### src/rtl/ptw_pkg.sv
package ptw_pkg;
  localparam int unsigned VA_W     = 32;
  localparam int unsigned OFF_W    = 12;
  localparam int unsigned IDX_W    = 10;
  localparam int unsigned PTE_B    = 4;
  localparam int unsigned PTE_W    = PTE_B * 8;
  localparam int unsigned PN_W     = VA_W - OFF_W;
  localparam int unsigned PERM_W   = 3;
  localparam int unsigned VLD_BIT  = 0;
  localparam int unsigned RES_BIT  = 1;
  localparam int unsigned PERM_LSB = 2;

  typedef enum logic [2:0] {
    ST_IDLE, ST_RD_L1, ST_WT_L1, ST_RD_L2, ST_WT_L2, ST_DONE, ST_FAULT
  } walk_st_t;

  // byte address of entry idx in the table whose page number is base
  function automatic logic [VA_W-1:0] entry_addr(input logic [PN_W-1:0] base,
                                                  input logic [IDX_W-1:0] idx);
    return {base, {OFF_W{1'b0}}} + (VA_W'(idx) * VA_W'(PTE_B));
  endfunction

  function automatic logic [IDX_W-1:0] upper_idx(input logic [PN_W-1:0] vpn);
    return vpn[PN_W-1 -: IDX_W];
  endfunction

  function automatic logic [IDX_W-1:0] lower_idx(input logic [PN_W-1:0] vpn);
    return vpn[IDX_W-1:0];
  endfunction
endpackage

### src/rtl/ptw_pte_decode.sv
module ptw_pte_decode
  import ptw_pkg::*;
(
  input  logic [PTE_W-1:0]  entry,
  output logic              vld,
  output logic              res,
  output logic              usable,
  output logic [PERM_W-1:0] perm,
  output logic [PN_W-1:0]   pn
);
  logic unused_bits;
  assign unused_bits = ^entry[OFF_W-1:PERM_LSB+PERM_W];

  assign vld    = entry[VLD_BIT];
  assign res    = entry[RES_BIT];
  assign usable = vld & res;
  assign perm   = entry[PERM_LSB +: PERM_W];
  assign pn     = entry[PTE_W-1 -: PN_W];
endmodule

### src/rtl/ptw_addr_gen.sv
module ptw_addr_gen
  import ptw_pkg::*;
(
  input  logic            sel_l2,
  input  logic [PN_W-1:0] root_pn,
  input  logic [PN_W-1:0] tbl_pn,
  input  logic [PN_W-1:0] vpn,
  output logic [VA_W-1:0] addr
);
  logic [VA_W-1:0] l1_addr, l2_addr;
  assign l1_addr = entry_addr(root_pn, upper_idx(vpn));
  assign l2_addr = entry_addr(tbl_pn, lower_idx(vpn));
  assign addr    = sel_l2 ? l2_addr : l1_addr;
endmodule

### src/rtl/ptw_walker.sv
module ptw_walker
  import ptw_pkg::*;
(
  input  logic              clk,
  input  logic              rst_n,
  input  logic [PN_W-1:0]   root_pn,
  input  logic              req_valid,
  output logic              req_ready,
  input  logic [VA_W-1:0]   req_vaddr,
  output logic              mem_req_valid,
  input  logic              mem_req_ready,
  output logic [VA_W-1:0]   mem_req_addr,
  input  logic              mem_rsp_valid,
  input  logic [PTE_W-1:0]  mem_rsp_data,
  output logic              resp_valid,
  output logic              resp_fault,
  output logic              resp_fault_lvl,
  output logic              resp_swapped,
  output logic [PN_W-1:0]   resp_ppn,
  output logic [PERM_W-1:0] resp_perm
);
  walk_st_t          st_q, st_d;
  logic [PN_W-1:0]   vpn_q, root_q, tbl_q, ppn_q;
  logic [PERM_W-1:0] perm_q;
  logic              lvl_q, swp_q;

  logic              d_vld, d_res, d_ok;
  logic [PERM_W-1:0] d_perm;
  logic [PN_W-1:0]   d_pn;

  logic unused_off;
  assign unused_off = ^req_vaddr[OFF_W-1:0];

  // named events for the assertions
  logic accept_ev, l1_good_ev, l1_bad_ev, l2_good_ev, l2_bad_ev;
  assign accept_ev  = req_valid & req_ready;
  assign l1_good_ev = (st_q == ST_WT_L1) & mem_rsp_valid & d_ok;
  assign l1_bad_ev  = (st_q == ST_WT_L1) & mem_rsp_valid & ~d_ok;
  assign l2_good_ev = (st_q == ST_WT_L2) & mem_rsp_valid & d_ok;
  assign l2_bad_ev  = (st_q == ST_WT_L2) & mem_rsp_valid & ~d_ok;

  ptw_pte_decode u_dec (
    .entry(mem_rsp_data), .vld(d_vld), .res(d_res), .usable(d_ok),
    .perm(d_perm), .pn(d_pn)
  );

  ptw_addr_gen u_agen (
    .sel_l2(st_q == ST_RD_L2), .root_pn(root_q), .tbl_pn(tbl_q),
    .vpn(vpn_q), .addr(mem_req_addr)
  );

  always_comb begin
    st_d = st_q;
    unique case (st_q)
      ST_IDLE:  if (req_valid) st_d = ST_RD_L1;
      ST_RD_L1: if (mem_req_ready) st_d = ST_WT_L1;
      ST_WT_L1: if (mem_rsp_valid) st_d = d_ok ? ST_RD_L2 : ST_FAULT;
      ST_RD_L2: if (mem_req_ready) st_d = ST_WT_L2;
      ST_WT_L2: if (mem_rsp_valid) st_d = d_ok ? ST_DONE : ST_FAULT;
      ST_DONE:  st_d = ST_IDLE;
      ST_FAULT: st_d = ST_IDLE;
      default:  st_d = ST_IDLE;
    endcase
  end

  always_ff @(posedge clk) begin
    if (!rst_n) begin
      st_q   <= ST_IDLE;
      vpn_q  <= '0;
      root_q <= '0;
      tbl_q  <= '0;
      ppn_q  <= '0;
      perm_q <= '0;
      lvl_q  <= 1'b0;
      swp_q  <= 1'b0;
    end else begin
      st_q <= st_d;
      if (accept_ev) begin
        vpn_q  <= req_vaddr[VA_W-1:OFF_W];
        root_q <= root_pn;
      end
      if (l1_good_ev) tbl_q <= d_pn;
      if (l1_bad_ev || l2_bad_ev) begin
        lvl_q <= l2_bad_ev;
        swp_q <= d_vld & ~d_res;
      end
      if (l2_good_ev) begin
        ppn_q  <= d_pn;
        perm_q <= d_perm;
      end
    end
  end

  assign req_ready      = (st_q == ST_IDLE);
  assign mem_req_valid  = (st_q == ST_RD_L1) | (st_q == ST_RD_L2);
  assign resp_valid     = (st_q == ST_DONE) | (st_q == ST_FAULT);
  assign resp_fault     = (st_q == ST_FAULT);
  assign resp_fault_lvl = (st_q == ST_FAULT) & lvl_q;
  assign resp_swapped   = (st_q == ST_FAULT) & swp_q;
  assign resp_ppn       = (st_q == ST_DONE) ? ppn_q : '0;
  assign resp_perm      = (st_q == ST_DONE) ? perm_q : '0;

  // no read is offered while a request could be taken
  assert_busy_blocks_R8: assert property (@(posedge clk) disable iff (!rst_n)
    mem_req_valid |-> !req_ready);
  // a stalled read holds its address
  assert_hold_read_R9: assert property (@(posedge clk) disable iff (!rst_n)
    mem_req_valid && !mem_req_ready |=> mem_req_valid && $stable(mem_req_addr));
  // result is a single pulse followed by readiness
  assert_resp_pulse_R10: assert property (@(posedge clk) disable iff (!rst_n)
    resp_valid |=> !resp_valid && req_ready);
  // good second-level entry yields a clean result next cycle
  assert_hit_result_R4: assert property (@(posedge clk) disable iff (!rst_n)
    l2_good_ev |=> resp_valid && !resp_fault);
  // bad first-level entry yields a level-0 fault next cycle
  assert_l1_fault_R5: assert property (@(posedge clk) disable iff (!rst_n)
    l1_bad_ev |=> resp_valid && resp_fault && !resp_fault_lvl);
  // bad second-level entry yields a level-1 fault next cycle
  assert_l2_fault_R7: assert property (@(posedge clk) disable iff (!rst_n)
    l2_bad_ev |=> resp_valid && resp_fault && resp_fault_lvl);
  // a walk starts with no read yet on the port
  assert_start_clean_R2: assert property (@(posedge clk) disable iff (!rst_n)
    accept_ev |-> !mem_req_valid);
endmodule

### config.mk
export PLATFORM = sky130hd
export DESIGN_NAME = ptw_walker
export DESIGN_NICKNAME = d
export VERILOG_FILES = /design/src/rtl/ptw_pkg.sv /design/src/rtl/ptw_pte_decode.sv /design/src/rtl/ptw_addr_gen.sv /design/src/rtl/ptw_walker.sv
export SDC_FILE = /design/constraint.sdc
export NUM_CORES = 1
export LEC_CHECK = 0
export ABC_CLOCK_PERIOD_IN_PS = 2100
export BUFFER_PORTS_ARGS = -buffer_cell sky130_fd_sc_hd__buf_2
export CAP_MARGIN = 20
export CORE_MARGIN = 3
export CORE_UTILIZATION = 54
export DETAILED_ROUTE_END_ITERATION = 16
export GPL_ROUTABILITY_DRIVEN = 1
export PLACE_DENSITY = 0.93
export SLEW_MARGIN = 15
export SYNTH_ARGS = -nofsm -noshare
export SYNTH_HDL_FRONTEND = slang
export SYNTH_SLANG_ARGS = --single-unit
export TNS_END_PERCENT = 1
### constraint.sdc
create_clock -name clk -period 2.1 [get_ports clk]
set_input_delay 0.21 -clock clk [delete_from_list [all_inputs] [get_ports clk]]
set_output_delay 0.21 -clock clk [all_outputs]
set_load 0.02 [all_outputs]
==> reports/qor.yml, run 1 <==
die_area_um2: 8820
cts_setup_buffers: 0
cts.path.max_buffers: 2
wire_per_inst_um: 14.9
report.final.setup_viol: 0
min_path_type: "in -> reg"
antenna_found_initial: 0
root_buffer: "clkbuf_8"
die-width_um: 93.9
vdd_ir_drop_max_v: 0.000414
diodes: 0
leakage_nw: 2.25
cts_sinks: 88
yosysSeqAreaShare: 0.422
post-dp-hpwl_mm: 7.22
skew_ns: 0.0120
via_count: 3827
grt.overflow.total: 0
path_clk_slew_ns: 0.09
cp-start-kind: "register"
yosysMostFrequentCell: "dfxtp_1"
drt_pass1_iterations: 5
timing.fmax_mhz: 522
synth_flop_cell: "dfxtp_1"
start_util: 0.566
path_depth: 5
crit_path_end_kind: "output pin"
required_ns: 1.89
holdBufCountCts: 0
antenna_left: 0
die-height_um: 93.9
globalplace.congestion: 0.815
syn_to_final_growth_pct: 20.9
ys_seq_elements: 88
fillers: 580
rows: 31
yosysUniqueCellTypes: 35
path_class: "reg -> out"
r2r_cells: 5
multiInputGateArea_um2: 2170
async_flop_share: 0
seq_area_um2: 1760
synth_edf_count: 0
hold_depth: 3
tns_ns: 0
core_area_um2: 7370
drt_iter0_drc: 150
finalCritPeriodShare: 0.911
h-tree-depth: 3
cp_top_family: "flip-flops"
crit_buf_inv: 2
crit_path_max_incr_delay_ns: 0.42
cts_resized: 0
grt_max_degree: 61
slowest_stage: "dfxtp_1"
yosys_warnings: 0
hold_viol_final: 0
yosys-top-cells-area: "dfxtp_1, mux2_2, a21boi_1"
final_cells: 694
worst_ep_arrival_time_ns: 1.70
rsz0062_at_grt: "false"
io_buffer_count: 128
drc: 0
grt_pass1_wl_mm: 16.7
synth_area_leader_cell: "dfxtp_1"
netlist.area_leader.share: 0.422
grt_pass1_vias: 3497
ioPinCount: 150
p_per_area_nw_per_um2: 802
drv_cap: 0
wirelength_mm: 10.4
synthCells: 486
ys_top_cells_by_count: "dfxtp_1, nand2_1, nand3_1, o21ai_0, a21boi_1"
syn_area_um2: 4170
crit_fanout: 30
cp_cell_sequence: "nor2b_1 -> nand2_1 -> buf_12 -> mux2_2 -> buf_2"
dp_cells: 678
final_layout_size_suffix_gt1_frac: 0.321
cts_tree: "built"
grt_usage: 0.233
cts_made_buffers: 9
status: "finished, final reports clean"
nets: 679
clk_latency_ns: 0.34
min_period_ns: 1.91
final_max_slew_viol_count: 0
viasPerCell: 5.51
avgSynthCellArea_um2: 8.59
-- path summary, 6_finish.rpt --
kind,from,end,slack (ns)
worst max-delay path,st_q[2],mem_req_addr[26],0.19
worst max register to register,st_q[0],tbl_q[14],0.38
worst min-delay path,root_pn[18],root_q[18],0.1
worst min register to register,vpn_q[13],vpn_q[13],0.45
-- flip-flops by register name, summed over array words and instances, names as in the netlist --
name,flops
lvl_q,1
perm_q,3
ppn_q,20
root_q,20
st_q,3
swp_q,1
tbl_q,20
vpn_q,20
-- metrics by stage --
stage               instance area [um^2]   util  setup slack, ns  power (mW)  hold WS [ns]
finish                              5050  0.685            0.186        4.05        0.0969
CTS                                 5050  0.685            0.172        4.07        0.0864
global placement                    4830  0.655            0.527        2.77         0.437
floorplan                           4180      -            0.527        2.55         0.345
global route                        5050  0.685           0.0700        4.25        0.0781
detailed placement                  4830  0.655            0.419        2.80         0.444
-- routing by layer --
metal  vias up  share of wire  track usage
li1       1892              -            -
met3        13          0.084       0.0497
met5         -              0            0
met4         0         0.0087       0.0542
met1      1765           0.45        0.328
met2       157           0.46        0.366
-- cell usage in the layout (no fill, tap or decap), types with 9 or more instances in the layout --
master | synthesis | final
a21boi_0 | 40 | 40
nand2_1 | 84 | 84
clkbuf_8 | 0 | 9
a21boi_1 | 43 | 43
mux2_2 | 30 | 30
nand3_1 | 44 | 44
buf_2 | 19 | 128
dfxtp_1 | 88 | 88
buf_4 | 2 | 12
and3_1 | 23 | 23
o21ai_0 | 44 | 44
-- worst min-delay path: stages --
cell	delay, ns
buf_2	0.09
nand2_1	0.04
a21boi_1	0.05
-- report_power, final --
part	leakage, nW	internal, mW	switching (mW)
logic	1.43	0.355	0.575
clock network	0.110	0.673	0.605
registers	0.715	1.78	0.0621
-- cells by family after synthesis --
kind of cell | share of synthesized area
buf+inv | 0.0614
compound gates | 0.222
flops | 0.422
simple gates | 0.207
mux | 0.0833
other cells | 0.000898
xor+xnor | 0.00420
-- final cells by class --
cell class | count | share of cell area
repair buffers | 142 | 0.153
multi-input cells | 349 | 0.430
clock inverters | 7 | 0.0188
well taps | 99 | 0.0245
flip-flops and latches | 88 | 0.349
clock buffers | 9 | 0.0245
No activity file was read; power rests on OpenSTA's default activity.
==> run 2, diff against run 1 <==
- PLACE_DENSITY: 0.93 -> unset
- PLACE_DENSITY_LB_ADDON: unset -> 0.08
==> run 2 against run 1 <==
Against the previous run:
- hold slack got worse by 0.017 ns
- maximum frequency fell by 1.1%
- first-iteration DRC count fell by 4.7%
- highest routed layer unchanged
- cell area rose by 0.25%
- cell count rose by 0.29%
- critical endpoint is now mem_req_addr[30]
==> reports/qor.yml, run 2 (same netlist as run 1, synthesis figures left out) <==
status: "finished, final reports clean"
die_area_um2: 8820
layout_commonest_cell: "buf_2"
layout_common_cells: "buf_2, dfxtp_1, nand2_1"
postLayoutCellArea_um2: 5060
cts_made_buffers: 9
cts_resized: 0
diodes: 0
final_max_slew_viol_count: 0
rows: 31
syn_to_final_growth_pct: 21.2
antenna_left: 0
wl_met2_mm: 4.55
slowest_stage: "mux2_2"
globalplace.congestion: 0.785
regToRegStartpoint: "st_q[0]"
place_area_um2: 4850
drt-met1-wl_mm: 4.86
post-dp-hpwl_mm: 7.09
p_per_area_nw_per_um2: 785
min_period_ns: 1.94
cts_setup_buffers: 0
critPathLaunch: "st_q[0]"
crit_buf_inv: 2
grt_usage: 0.234
finalCritPeriodShare: 0.922
hp-start: "root_pn[17]"
via_count: 3799
cp-start-kind: "register"
timing.fmax_mhz: 517
cp_cell_sequence: "nor2b_1 -> nand2_1 -> buf_12 -> mux2_2 -> buf_2"
drt_pass1_iterations: 4
die-width_um: 93.9
cts_tree: "built"
leakage_nw: 2.26
root_buffer: "clkbuf_8"
vdd_ir_drop_max_v: 0.000346
antenna_found_initial: 0
required_ns: 1.89
clk_latency_ns: 0.35
min_path_type: "in -> reg"
drc: 0
cts_sinks: 88
wl_met3_um: 708
wirelength_mm: 10.3
hold_viol_final: 0
skew_ns: 0.00648
rsz0062_at_grt: "false"
report.final.setup_viol: 0
worst_ep_arrival_time_ns: 1.73
final_layout_size_suffix_gt1_frac: 0.323
viasPerCell: 5.46
core_area_um2: 7370
crit_path_end_kind: "output pin"
fillers: 641
wire_per_inst_um: 14.8
grt_pass1_vias: 3493
path_clk_slew_ns: 0.09
holdBufCountCts: 0
nets: 681
start_util: 0.566
grt_max_degree: 48
drt_iter0_drc: 143
tns_ns: 0
crit_fanout: 30
crit_path_max_incr_delay_ns: 0.37
grt_pass1_wl_mm: 16.7
drv_cap: 0
grt.overflow.total: 0
h-tree-depth: 3
top_layer: "met4"
die-height_um: 93.9
io_buffer_count: 128
ioPinCount: 150
cts.path.max_buffers: 2
path_class: "reg -> out"
whs_ns: 0.0802
cp_top_family: "buffers and inverters"
[run 2: path summary, 6_finish.rpt]
| path | slack (ns) | cells past startpoint | endpoint |
|---|---|---|---|
| max | 0.16 | 5 | mem_req_addr[30] |
| min | 0.08 | 3 | root_q[17] |
| max reg2reg | 0.50 | 5 | tbl_q[3] |
| min reg2reg | 0.45 | 2 | vpn_q[10] |
[run 2: metal layers]
metal,up-vias,global-route usage
met3,20,0.0553
li1,1895,-
met2,119,0.355
met1,1765,0.324
met4,0,0.0854
met5,-,0
[run 2: report_power, final]
group,internal [mW],switching (mW)
sequential,1.78,0.0613
clock,0.564,0.628
combinational,0.365,0.577
total,2.71,1.27
[run 2: metrics by stage]
stage / utilization / total power [mW] / std cells / worst slack (ns)
6_report: 0.686 / 3.97 / 696 / 0.164
2_1_floorplan: - / 2.55 / 487 / 0.527
3_5_place_dp: 0.659 / 2.82 / 680 / 0.524
5_1_grt: 0.686 / 4.19 / 696 / 0.0963
4_1_cts: 0.686 / 4.01 / 696 / 0.155
3_3_place_gp: 0.659 / 2.80 / 680 / 0.554
[run 2: final cells by class]
cell class              count  area (um^2)  area share
clock buffers               9          124      0.0245
clock inverters             7         80.1      0.0158
multi-input cells         349         2170       0.429
flip-flops and latches     88         1760       0.348
well taps                  99          124      0.0245
repair buffers            144          798       0.158
[run 2: worst min-delay path: stages]
cell      delay [ns]
buf_2           0.09
nand2_1         0.04
a21boi_1        0.05
==> run 3, diff against run 2 <==
- SYNTH_HIERARCHICAL: unset -> 1
==> run 3 against run 2 <==
Against the previous run:
- total power down 2.7%
- wire length down 8.2%
- cell count up 0.57%
- critical endpoint is now mem_req_addr[14]
==> reports/qor.yml, run 3 <==
crit_fanout: 19
min_to: "root_q[3]"
switching_share: 0.301
timing.rr.end: "tbl_q[9]"
synth_fa_ha_area_frac: 0.00226
synth_simple_gate_area_frac: 0.221
synth-xor-area-share: 0.00593
grt_max_degree: 52
timing.slew.headroom: 0.494
final_max_slew_viol_count: 0
clk_latency_ns: 0.35
die-height_um: 96.6
pre_cts_ws_ns: 0.309
path_clk_slew_ns: 0.09
die_area_um2: 9330
drt-met1-wl_mm: 4.31
layout_commonest_cell: "nand2_1"
grt_pass1_vias: 3315
postLayoutCellArea_um2: 5110
yosysMostFrequentCell: "nand2_1"
yosysUniqueCellTypes: 35
regToRegStartpoint: "st_q[0]"
nets: 682
p_sw_mw: 1.16
intPower_mw: 2.70
timing.fmax_mhz: 505
required_ns: 1.89
antenna_left: 0
hold_depth: 3
syn_to_final_growth_pct: 15.4
report.final.setup_viol: 0
wire_per_inst_um: 13.5
status: "finished, final reports clean"
crit_path_max_incr_delay_ns: 0.34
syn_area_um2: 4430
synth_edf_count: 0
netlist.area_leader.share: 0.398
finalPower_mw: 3.86
async_flop_share: 0
cts.path.max_buffers: 2
yosysSeqAreaShare: 0.398
top_layer: "met4"
grt_usage: 0.212
min_period_ns: 1.98
cts_tree: "built"
path_class: "reg -> out"
vdd_ir_drop_max_v: 0.000434
slowest_stage: "dfxtp_1"
avgSynthCellArea_um2: 8.83
finalCritPeriodShare: 0.942
synth_flop_cell: "dfxtp_1"
synthCells: 502
cp_cell_sequence: "inv_1 -> nor3_4 -> buf_12 -> mux2_4 -> buf_2"
cts_made_buffers: 9
multiInputGateArea_um2: 2210
worst_slack_ns: 0.122
grt_pass1_wl_mm: 15.3
globalplace.congestion: 0.838
antenna_found_initial: 0
r2r_cells: 5
via_count: 3449
tns_ns: 0
rsz0062_at_grt: "false"
root_buffer: "clkbuf_8"
place_area_um2: 4890
synth_compound_area_frac: 0.163
drt_pass1_iterations: 4
synth_mux_area_frac: 0.104
final_layout_size_suffix_gt1_frac: 0.356
die-width_um: 96.6
rows: 32
cts_setup_buffers: 0
yosys-top-cells-area: "dfxtp_1, nand2_1, mux2_4"
hold_viol_final: 0
io_buffer_count: 128
drc: 0
skew_ns: 0.00718
ys_seq_elements: 88
core_area_um2: 7850
diodes: 0
ff2ff_setup_slack_ns: 0.33
crit_path_end_kind: "output pin"
pwr-share-comb: 0.219
drt_iter0_drc: 106
worstMarginPinSlew_ns: 0.759
ioPinCount: 150
viasPerCell: 4.93
start_util: 0.565
wirelength_mm: 9.47
layout_common_cells: "nand2_1, buf_2, dfxtp_1"
worst_ep_arrival_time_ns: 1.77
synth_area_leader_cell: "dfxtp_1"
hp-start: "root_pn[3]"
h-tree-depth: 3
leakage_nw: 2.19
min_path_type: "in -> reg"
post-dp-hpwl_mm: 6.76
seq_area_um2: 1770
synth_top_family_by_area: "simple AND/OR/NAND/NOR gates"
p_seq_frac: 0.472
cts_sinks: 88
wl_met2_mm: 4.44
drv_cap: 0
grt.overflow.total: 0
cp-start-kind: "register"
ys_top_cells_by_count: "nand2_1, dfxtp_1, a21boi_1, buf_4, mux2_4"
wl_met3_um: 618
fillers: 753
power_frac_clock: 0.308
p_per_area_nw_per_um2: 756
yosys_warnings: 6
## run 3: through the flow
stage               cells  hold slack (ns)  utilization
global route          700           0.0733        0.651
detailed placement    684            0.442        0.624
floorplan             503            0.345            -
global placement      684            0.436        0.624
finish                700           0.0844        0.651
CTS                   700           0.0708        0.650
## run 3: worst max-delay path, delay by kind of cell, from the launching register on
family | cells | cell delay (ns)
simple gates | 1 | 0.25
mux | 1 | 0.32
flops | 1 | 0.34
buf+inv | 3 | 0.50
## run 3: layer usage
layer / vias to the layer above / track usage
met5: - / 0
li1: 1774 / -
met2: 86 / 0.356
met3: 8 / 0.0550
met1: 1581 / 0.268
met4: 0 / 0.0631
## run 3: kinds of logic after synthesis
family / Yosys count
xor+xnor: 3
flops: 88
simple gates: 219
other cells: 1
fa+ha+maj: 1
buf+inv: 67
mux: 31
compound gates: 92
## run 3: final cells by class
type / count / area share
sequential: 88 / 0.345
inverter: 4 / 0.00294
clock buffer: 9 / 0.0242
timing repair buffer: 142 / 0.154
multi-input combinational: 348 / 0.433
clock inverter: 7 / 0.0154
tap: 102 / 0.0250
## run 3: power by group through the flow
stage	clock (mW)	sequential, mW	combinational [mW]
final	1.19	1.82	0.847
after CTS	1.22	1.83	0.850
after floorplan	0	1.85	0.680
after detailed placement	0	1.86	0.847
after global placement	0	1.86	0.837
after global routing	1.30	1.84	0.936
## run 3: repair_timing
action	4_1_cts	5_1_grt
endpoints found under the setup margin	48	26
resized for setup	2	2
hold buffers	0	0
## run 3: how the worst max path moves through the flow
stage	from	end	slack, ns	depth (start not counted)
global route	st_q[1]	mem_req_addr[14]	0.04	5
finish	st_q[1]	mem_req_addr[14]	0.12	5
floorplan	st_q[1]	mem_req_addr[10]	0.25	5
detailed placement	st_q[2]	tbl_q[16]	0.31	4
CTS	st_q[2]	mem_req_addr[2]	0.05	4
global placement	st_q[2]	mem_req_addr[2]	0.32	4
